===== src/rtl/irq_agg_pkg.sv =====
package irq_agg_pkg;
  localparam int unsigned ADDR_W      = 5;
  localparam int unsigned BYTE_W      = 8;
  localparam int unsigned SFLAG_W     = 5;
  localparam int unsigned LEVEL_W     = 16;
  localparam int unsigned MAX_SOCK    = 8;

  localparam logic [ADDR_W-1:0] A_CHIP_STAT = 5'h00;
  localparam logic [ADDR_W-1:0] A_CHIP_MASK = 5'h01;
  localparam logic [ADDR_W-1:0] A_SOCK_SUM  = 5'h02;
  localparam logic [ADDR_W-1:0] A_SOCK_MASK = 5'h03;
  localparam logic [ADDR_W-1:0] A_LEVEL_HI  = 5'h04;
  localparam logic [ADDR_W-1:0] A_LEVEL_LO  = 5'h05;
  localparam logic [1:0]        A_SOCK_PAGE = 2'b01;

  localparam logic [BYTE_W-1:0]  CHIP_VALID = 8'hD0;
  localparam logic [SFLAG_W-1:0] SOCK_VALID = 5'h1F;
endpackage


===== src/rtl/irq_flag_bank.sv =====
module irq_flag_bank #(
  parameter int unsigned         WIDTH = 8,
  parameter logic [WIDTH-1:0]    VALID = '1
) (
  input  logic             clk,
  input  logic             rst_n,
  input  logic [WIDTH-1:0] evt_i,
  input  logic [WIDTH-1:0] clr_i,
  output logic [WIDTH-1:0] flags_o
);
  logic [WIDTH-1:0] flags_q, flags_d;
  logic             upd_en;

  always_comb begin
    upd_en  = (|evt_i) | (|clr_i);
    flags_d = ((flags_q & ~clr_i) | evt_i) & VALID;
  end

  always_ff @(posedge clk or negedge rst_n) begin
    if (!rst_n)      flags_q <= '0;
    else if (upd_en) flags_q <= flags_d;
  end

  assign flags_o = flags_q;


  evt_capture_chk: assert property (@(posedge clk) disable iff (!rst_n)
    (|(evt_i & VALID)) |=> ((flags_q & $past(evt_i & VALID)) == $past(evt_i & VALID)));

  clear_chk: assert property (@(posedge clk) disable iff (!rst_n)
    (|(clr_i & ~evt_i)) |=> ((flags_q & $past(clr_i & ~evt_i)) == '0));

  reserved_zero_chk: assert property (@(posedge clk) disable iff (!rst_n)
    ((flags_q & ~VALID) == '0));
endmodule


===== src/rtl/irq_holdoff.sv =====
module irq_holdoff #(
  parameter int unsigned LEVEL_W = 16
) (
  input  logic               clk,
  input  logic               rst_n,
  input  logic               want_i,
  input  logic [LEVEL_W-1:0] level_i,
  output logic               irq_n_o
);
  localparam int unsigned CNT_W = LEVEL_W + 2;

  logic             pin_q, pin_d;
  logic [CNT_W-1:0] cnt_q, cnt_d;
  logic             cnt_en;

  always_comb begin
    pin_d = pin_q;
    cnt_d = cnt_q;
    if (pin_q) begin
      if (!want_i) begin
        pin_d = 1'b0;
        cnt_d = (level_i != '0) ? {level_i, 2'b11} : '0;
      end
    end else if (cnt_q != '0) begin
      cnt_d = cnt_q - 1'b1;
    end else if (want_i) begin
      pin_d = 1'b1;
    end
    cnt_en = (cnt_d != cnt_q);
  end

  always_ff @(posedge clk or negedge rst_n) begin
    if (!rst_n) begin
      pin_q <= 1'b0;
      cnt_q <= '0;
    end else begin
      pin_q <= pin_d;
      if (cnt_en) cnt_q <= cnt_d;
    end
  end

  assign irq_n_o = ~pin_q;


  no_early_assert_chk: assert property (@(posedge clk) disable iff (!rst_n)
    $fell(irq_n_o) |-> ($past(cnt_q) == '0));

  release_chk: assert property (@(posedge clk) disable iff (!rst_n)
    (!irq_n_o && !want_i) |=> irq_n_o);

  assert_chk: assert property (@(posedge clk) disable iff (!rst_n)
    (irq_n_o && want_i && cnt_q == '0) |=> !irq_n_o);
endmodule


===== src/rtl/irq_aggregator.sv =====
module irq_aggregator
  import irq_agg_pkg::*;
#(
  parameter int unsigned NUM_SOCK = 8
) (
  input  logic                        clk,
  input  logic                        rst_n,
  input  logic [BYTE_W-1:0]           chip_evt_i,
  input  logic [NUM_SOCK*SFLAG_W-1:0] sock_evt_i,
  input  logic                        reg_wr_i,
  input  logic [ADDR_W-1:0]           reg_addr_i,
  input  logic [BYTE_W-1:0]           reg_wdata_i,
  output logic [BYTE_W-1:0]           reg_rdata_o,
  output logic                        irq_n_o
);
  localparam int unsigned SIDX_W = $clog2(MAX_SOCK);

  // reset: asynchronous assert, synchronous release
  logic [1:0] rst_sync_q;
  logic       rst_int_n;
  always_ff @(posedge clk or negedge rst_n) begin
    if (!rst_n) rst_sync_q <= 2'b00;
    else        rst_sync_q <= {rst_sync_q[0], 1'b1};
  end
  assign rst_int_n = rst_sync_q[1];

  // write decode
  logic wr_cmask, wr_smask, wr_lhi, wr_llo, wr_cstat;
  always_comb begin
    wr_cstat = reg_wr_i && (reg_addr_i == A_CHIP_STAT);
    wr_cmask = reg_wr_i && (reg_addr_i == A_CHIP_MASK);
    wr_smask = reg_wr_i && (reg_addr_i == A_SOCK_MASK);
    wr_lhi   = reg_wr_i && (reg_addr_i == A_LEVEL_HI);
    wr_llo   = reg_wr_i && (reg_addr_i == A_LEVEL_LO);
  end

  // configuration registers
  logic [BYTE_W-1:0]  cmask_q, smask_q;
  logic [LEVEL_W-1:0] level_q;
  always_ff @(posedge clk or negedge rst_int_n) begin
    if (!rst_int_n) begin
      cmask_q <= '0;
      smask_q <= '0;
      level_q <= '0;
    end else begin
      if (wr_cmask) cmask_q <= reg_wdata_i;
      if (wr_smask) smask_q <= reg_wdata_i;
      if (wr_lhi)   level_q[15:8] <= reg_wdata_i;
      if (wr_llo)   level_q[7:0]  <= reg_wdata_i;
    end
  end

  // chip status
  logic [BYTE_W-1:0] cstat, cclr;
  assign cclr = wr_cstat ? reg_wdata_i : '0;

  irq_flag_bank #(.WIDTH(BYTE_W), .VALID(CHIP_VALID)) u_chip_bank (
    .clk    (clk),
    .rst_n  (rst_int_n),
    .evt_i  (chip_evt_i),
    .clr_i  (cclr),
    .flags_o(cstat)
  );

  // per-socket flags and summary
  logic [SFLAG_W-1:0] sflags [MAX_SOCK];
  logic [BYTE_W-1:0]  summary;

  for (genvar n = 0; n < MAX_SOCK; n++) begin : g_sock
    if (n < NUM_SOCK) begin : g_live
      logic               hit;
      logic [SFLAG_W-1:0] sclr;
      assign hit  = reg_wr_i && (reg_addr_i[4:3] == A_SOCK_PAGE) &&
                    (reg_addr_i[2:0] == SIDX_W'(n));
      assign sclr = hit ? reg_wdata_i[SFLAG_W-1:0] : '0;

      irq_flag_bank #(.WIDTH(SFLAG_W), .VALID(SOCK_VALID)) u_sock_bank (
        .clk    (clk),
        .rst_n  (rst_int_n),
        .evt_i  (sock_evt_i[n*SFLAG_W +: SFLAG_W]),
        .clr_i  (sclr),
        .flags_o(sflags[n])
      );
    end else begin : g_idle
      assign sflags[n] = '0;
    end
    assign summary[n] = |sflags[n];
  end

  // pin request
  logic want;
  assign want = (|(cstat & cmask_q)) | (|(summary & smask_q));

  irq_holdoff #(.LEVEL_W(LEVEL_W)) u_holdoff (
    .clk    (clk),
    .rst_n  (rst_int_n),
    .want_i (want),
    .level_i(level_q),
    .irq_n_o(irq_n_o)
  );

  // read mux
  always_comb begin
    reg_rdata_o = '0;
    if (reg_addr_i[4:3] == A_SOCK_PAGE) begin
      reg_rdata_o = {{(BYTE_W-SFLAG_W){1'b0}}, sflags[reg_addr_i[2:0]]};
    end else begin
      case (reg_addr_i)
        A_CHIP_STAT: reg_rdata_o = cstat;
        A_CHIP_MASK: reg_rdata_o = cmask_q;
        A_SOCK_SUM:  reg_rdata_o = summary;
        A_SOCK_MASK: reg_rdata_o = smask_q;
        A_LEVEL_HI:  reg_rdata_o = level_q[15:8];
        A_LEVEL_LO:  reg_rdata_o = level_q[7:0];
        default:     reg_rdata_o = '0;
      endcase
    end
  end


  summary_ro_chk: assert property (@(posedge clk) disable iff (!rst_int_n)
    (reg_wr_i && reg_addr_i == A_SOCK_SUM && $stable(sock_evt_i) && sock_evt_i == '0)
      |=> $stable(summary));
endmodule


===== config.mk =====
export PLATFORM = sky130hd
export DESIGN_NAME = irq_aggregator
export DESIGN_NICKNAME = d
export VERILOG_FILES = /design/src/rtl/irq_agg_pkg.sv /design/src/rtl/irq_flag_bank.sv /design/src/rtl/irq_holdoff.sv /design/src/rtl/irq_aggregator.sv
export SDC_FILE = /design/constraint.sdc
export NUM_CORES = 1
export LEC_CHECK = 0
export ABC_AREA = 1
export BUFFER_PORTS_ARGS = -buffer_cell sky130_fd_sc_hd__buf_2
export CAP_MARGIN = 20
export CELL_PAD_IN_SITES_DETAIL_PLACEMENT = 1
export CELL_PAD_IN_SITES_GLOBAL_PLACEMENT = 1
export CORE_MARGIN = 4
export CORE_UTILIZATION = 30
export CTS_BUF_LIST = sky130_fd_sc_hd__clkbuf_16
export CTS_CLUSTER_SIZE = 40
export DETAILED_ROUTE_END_ITERATION = 10
export PLACE_DENSITY = 0.72
export SETUP_SLACK_MARGIN = 0.5
export SYNTH_ARGS = -nofsm -noshare
export SYNTH_HDL_FRONTEND = slang
export SYNTH_SLANG_ARGS = --single-unit

===== constraint.sdc =====
create_clock -name clk -period 8.2 [get_ports clk]
set_input_delay 1.23 -clock clk [delete_from_list [all_inputs] [get_ports clk]]
set_output_delay 1.23 -clock clk [all_outputs]
set_load 0.01 [all_outputs]

==> flow_summary.toml <==
[synthesis]
synth-seq-cells = 96
syn_area_per_cell_sq_um = 7.245
muxShareOfSynthArea_pct = 0
yosys.area_share.xor_xnor_pct = 0.1654
syn_nets = 796
yosysSeqAreaShare_pct = 45.36
synthSimpleGateAreaFrac_pct = 30.33
synth_ff_type = "dfrtp_1"
synth_edf_count = 0
synth_compound_area_share_pct = 14.22
async_flop_share_pct = 100.0
synth_top_family_by_area = "simple AND/OR/NAND/NOR gates"
netlist_area_sq_um = 5296
synth_warnings = 0
synth-adder-area-share_pct = 0.2362
synthCells = 731
synth_cell_type_count = 35

[placed_design]
portBuffers = 67
dpl_cell_area_sq_um = 5824
place.gp.congestion = 0.7938
hpwlAfterDp_microns = 12040

[global_routing]
grt_max_degree = 65
first_global_vias = 5113
grt_pass1_wl_microns = 26500
overflow = 0
antenna_found_initial = 0
track_usage_pct = 16.87

[cts]
cts_htree_levels = 3
numCtsBuffers = 9
hold_buffers = 0
clockBufferDepth = 2
cts_resized = 0
cts_tree = "yes"
clockRootBuffer = "clkbuf_16"
post_cts_buffers = 0
cts_sinks = 96
clk_pin_slew_ns = 0.07
clk_latency_ns = 0.36

[critical_path]
end_kind = "output pin"
critPathKind = "in -> out"
cpMaxStageDelayCell = "nor2_1"
start_kind = "input pin"
crit_required_ns = 6.97
r2r_cells = 11
max_stage_delay_ns = 0.67
path_cells = "buf_2 -> nor2_1 -> nand2_2 -> o22ai_1 -> a211oi_1 -> nand2_1 -> buf_2"
worst-endpoint-arrival_ns = 2.89
crit_path_frequent_cell = "buf_2"
timing.rr.end = "u_holdoff.cnt_q[17]"
rrSetupSlack_ns = 6.15
r2r_start = "u_holdoff.cnt_q[0]"
path_max_fanout = 13
timing.critical_path.from = "reg_addr_i[1]"

[sta]
hold_slack_ns = 0.2590
hold_viol_final = 0
relSlewSlack_pct = 42.60
finalClockSkew_ns = 0.008967
finalCriticalPeriod_ns = 4.122
tns_ns = 0
worst_slew_pin_slew_ns = 0.8579
setup_violations = 0
maxClockFrequency_mhz = 242.6
fin_crit_sh_pct = 50.27
final_max_slew_viol_count = 0
rsz0062_at_grt = "no"

[pwr]
powerDensity_nw_per_um2 = 197.8
total_leakage_power_nw = 2.895
peakVddDrop_uv = 113.7

[drt]
drc = 0
via_per_inst = 4.870
antenna_left = 0
wl_per_cell_microns = 15.86
routed_wl_microns = 16140
drt-initial-drc-count = 265
vias = 4958
drt_pass1_iterations = 4

[layout]
fillers = 2199
fin_area_sq_um = 6088
insertedDiodeCount = 0
final_util_pct = 35.20
final_cell_mix = "188 x nand2_1, 102 x inv_1, 95 x dfrtp_1"
nNetsFinal = 854
multi_input_area_sq_um = 2385
drive_gt1_share_pct = 12.61
final_common_cell = "nand2_1"
ff_latch_area_sq_um = 2406
syn2layout_area_growth_pct = 14.95

[status]
status = "completed"

[floorplan]
die_area_sq_um = 19840
die_w_microns = 140.9
ios = 73
rows = 48
die_h_microns = 140.9
core_sq_um = 17300
start_util_pct = 30.62

[hold_path]
min-delay-path-class = "reg -> async"

[job]
drv_cap = 0
==> state kept, by name, summed over array words and instances, names as in the netlist <==
name and count:
g_sock.g_live.u_sock_bank.flags_o 40, u_holdoff.cnt_q 18, level_q 16, cmask_q 8, smask_q 8, u_chip_bank.flags_o 3, rst_sync_q 2, u_holdoff.pin_q 1
==> per-stage QoR <==
step / setup slack [ns] / total power, mW / std cells
after global routing: 3.930 / 1.286 / 1018
final: 4.078 / 1.204 / 1018
after global placement: 4.112 / 0.8159 / 1003
after floorplan: 4.756 / 0.7410 / 731
after detailed placement: 4.078 / 0.8219 / 1003
after CTS: 4.056 / 1.221 / 1018
==> report_power, final <==
group          total (mW)  internal, mW  switching (mW)
Combinational       0.240        0.0844           0.155
Sequential          0.572         0.524          0.0480
Clock               0.392         0.204           0.189
Total                1.20         0.812           0.392
==> synthesized netlist by cell type, types with 8 or more instances <==
master | number | area share, %
nand2_1 | 188 | 13
inv_1 | 101 | 7.2
dfrtp_1 | 96 | 45
nor2_1 | 83 | 5.9
nand3_1 | 70 | 6.6
o21ai_0 | 70 | 6.6
a21oi_1 | 19 | 1.8
nand4_1 | 16 | 1.9
a22oi_1 | 12 | 1.7
buf_2 | 11 | 1.0
o21bai_1 | 11 | 1.6
clkbuf_1 | 9 | 0.64
o22ai_1 | 8 | 0.94
==> per-layer routing <==
layer	share of wire, %	GRT usage (%)	routed length, microns	vias to the layer above
met5	0	0	0	-
li1	-	-	-	2477
met4	2.1	5.354	337	0
met1	47	21.97	7554	2401
met3	2.7	2.883	428	18
met2	48	28.63	7821	62
==> layout make-up <==
class | instances | share of cell area [%]
Inverter | 105 | 6.473
Clock buffer | 9 | 3.699
Clock inverter | 6 | 0.6371
Multi-Input combinational cell | 507 | 39.17
Sequential cell | 96 | 39.52
Timing Repair Buffer | 70 | 5.878
Tap cell | 225 | 4.624
==> logic make-up after synthesis <==
family                   after synthesis
adder cells (fa/ha/maj)                1
other                                  1
buffers and inverters                128
AO/OA/AOI/OAI                        131
AND/OR/NAND/NOR                      373
XOR/XNOR                               1
flip-flops                            96
==> worst max-delay path by stage <==
| stage | slack [ns] | end |
|---|---|---|
| 2_1_floorplan | 4.76 | reg_rdata_o[4] |
| 3_3_place_gp | 4.11 | reg_rdata_o[1] |
| 3_5_place_dp | 4.08 | reg_rdata_o[2] |
| 4_1_cts | 4.06 | reg_rdata_o[2] |
| 5_1_grt | 3.93 | reg_rdata_o[3] |
| 6_report | 4.08 | reg_rdata_o[3] |
==> critical path, delay by kind of cell <==
family / cells / cell delay, ns
AO/OA/AOI/OAI: 2 / 0.38
buffers and inverters: 2 / 0.26
AND/OR/NAND/NOR: 3 / 1.01
No activity file was read; power rests on OpenSTA's default activity.
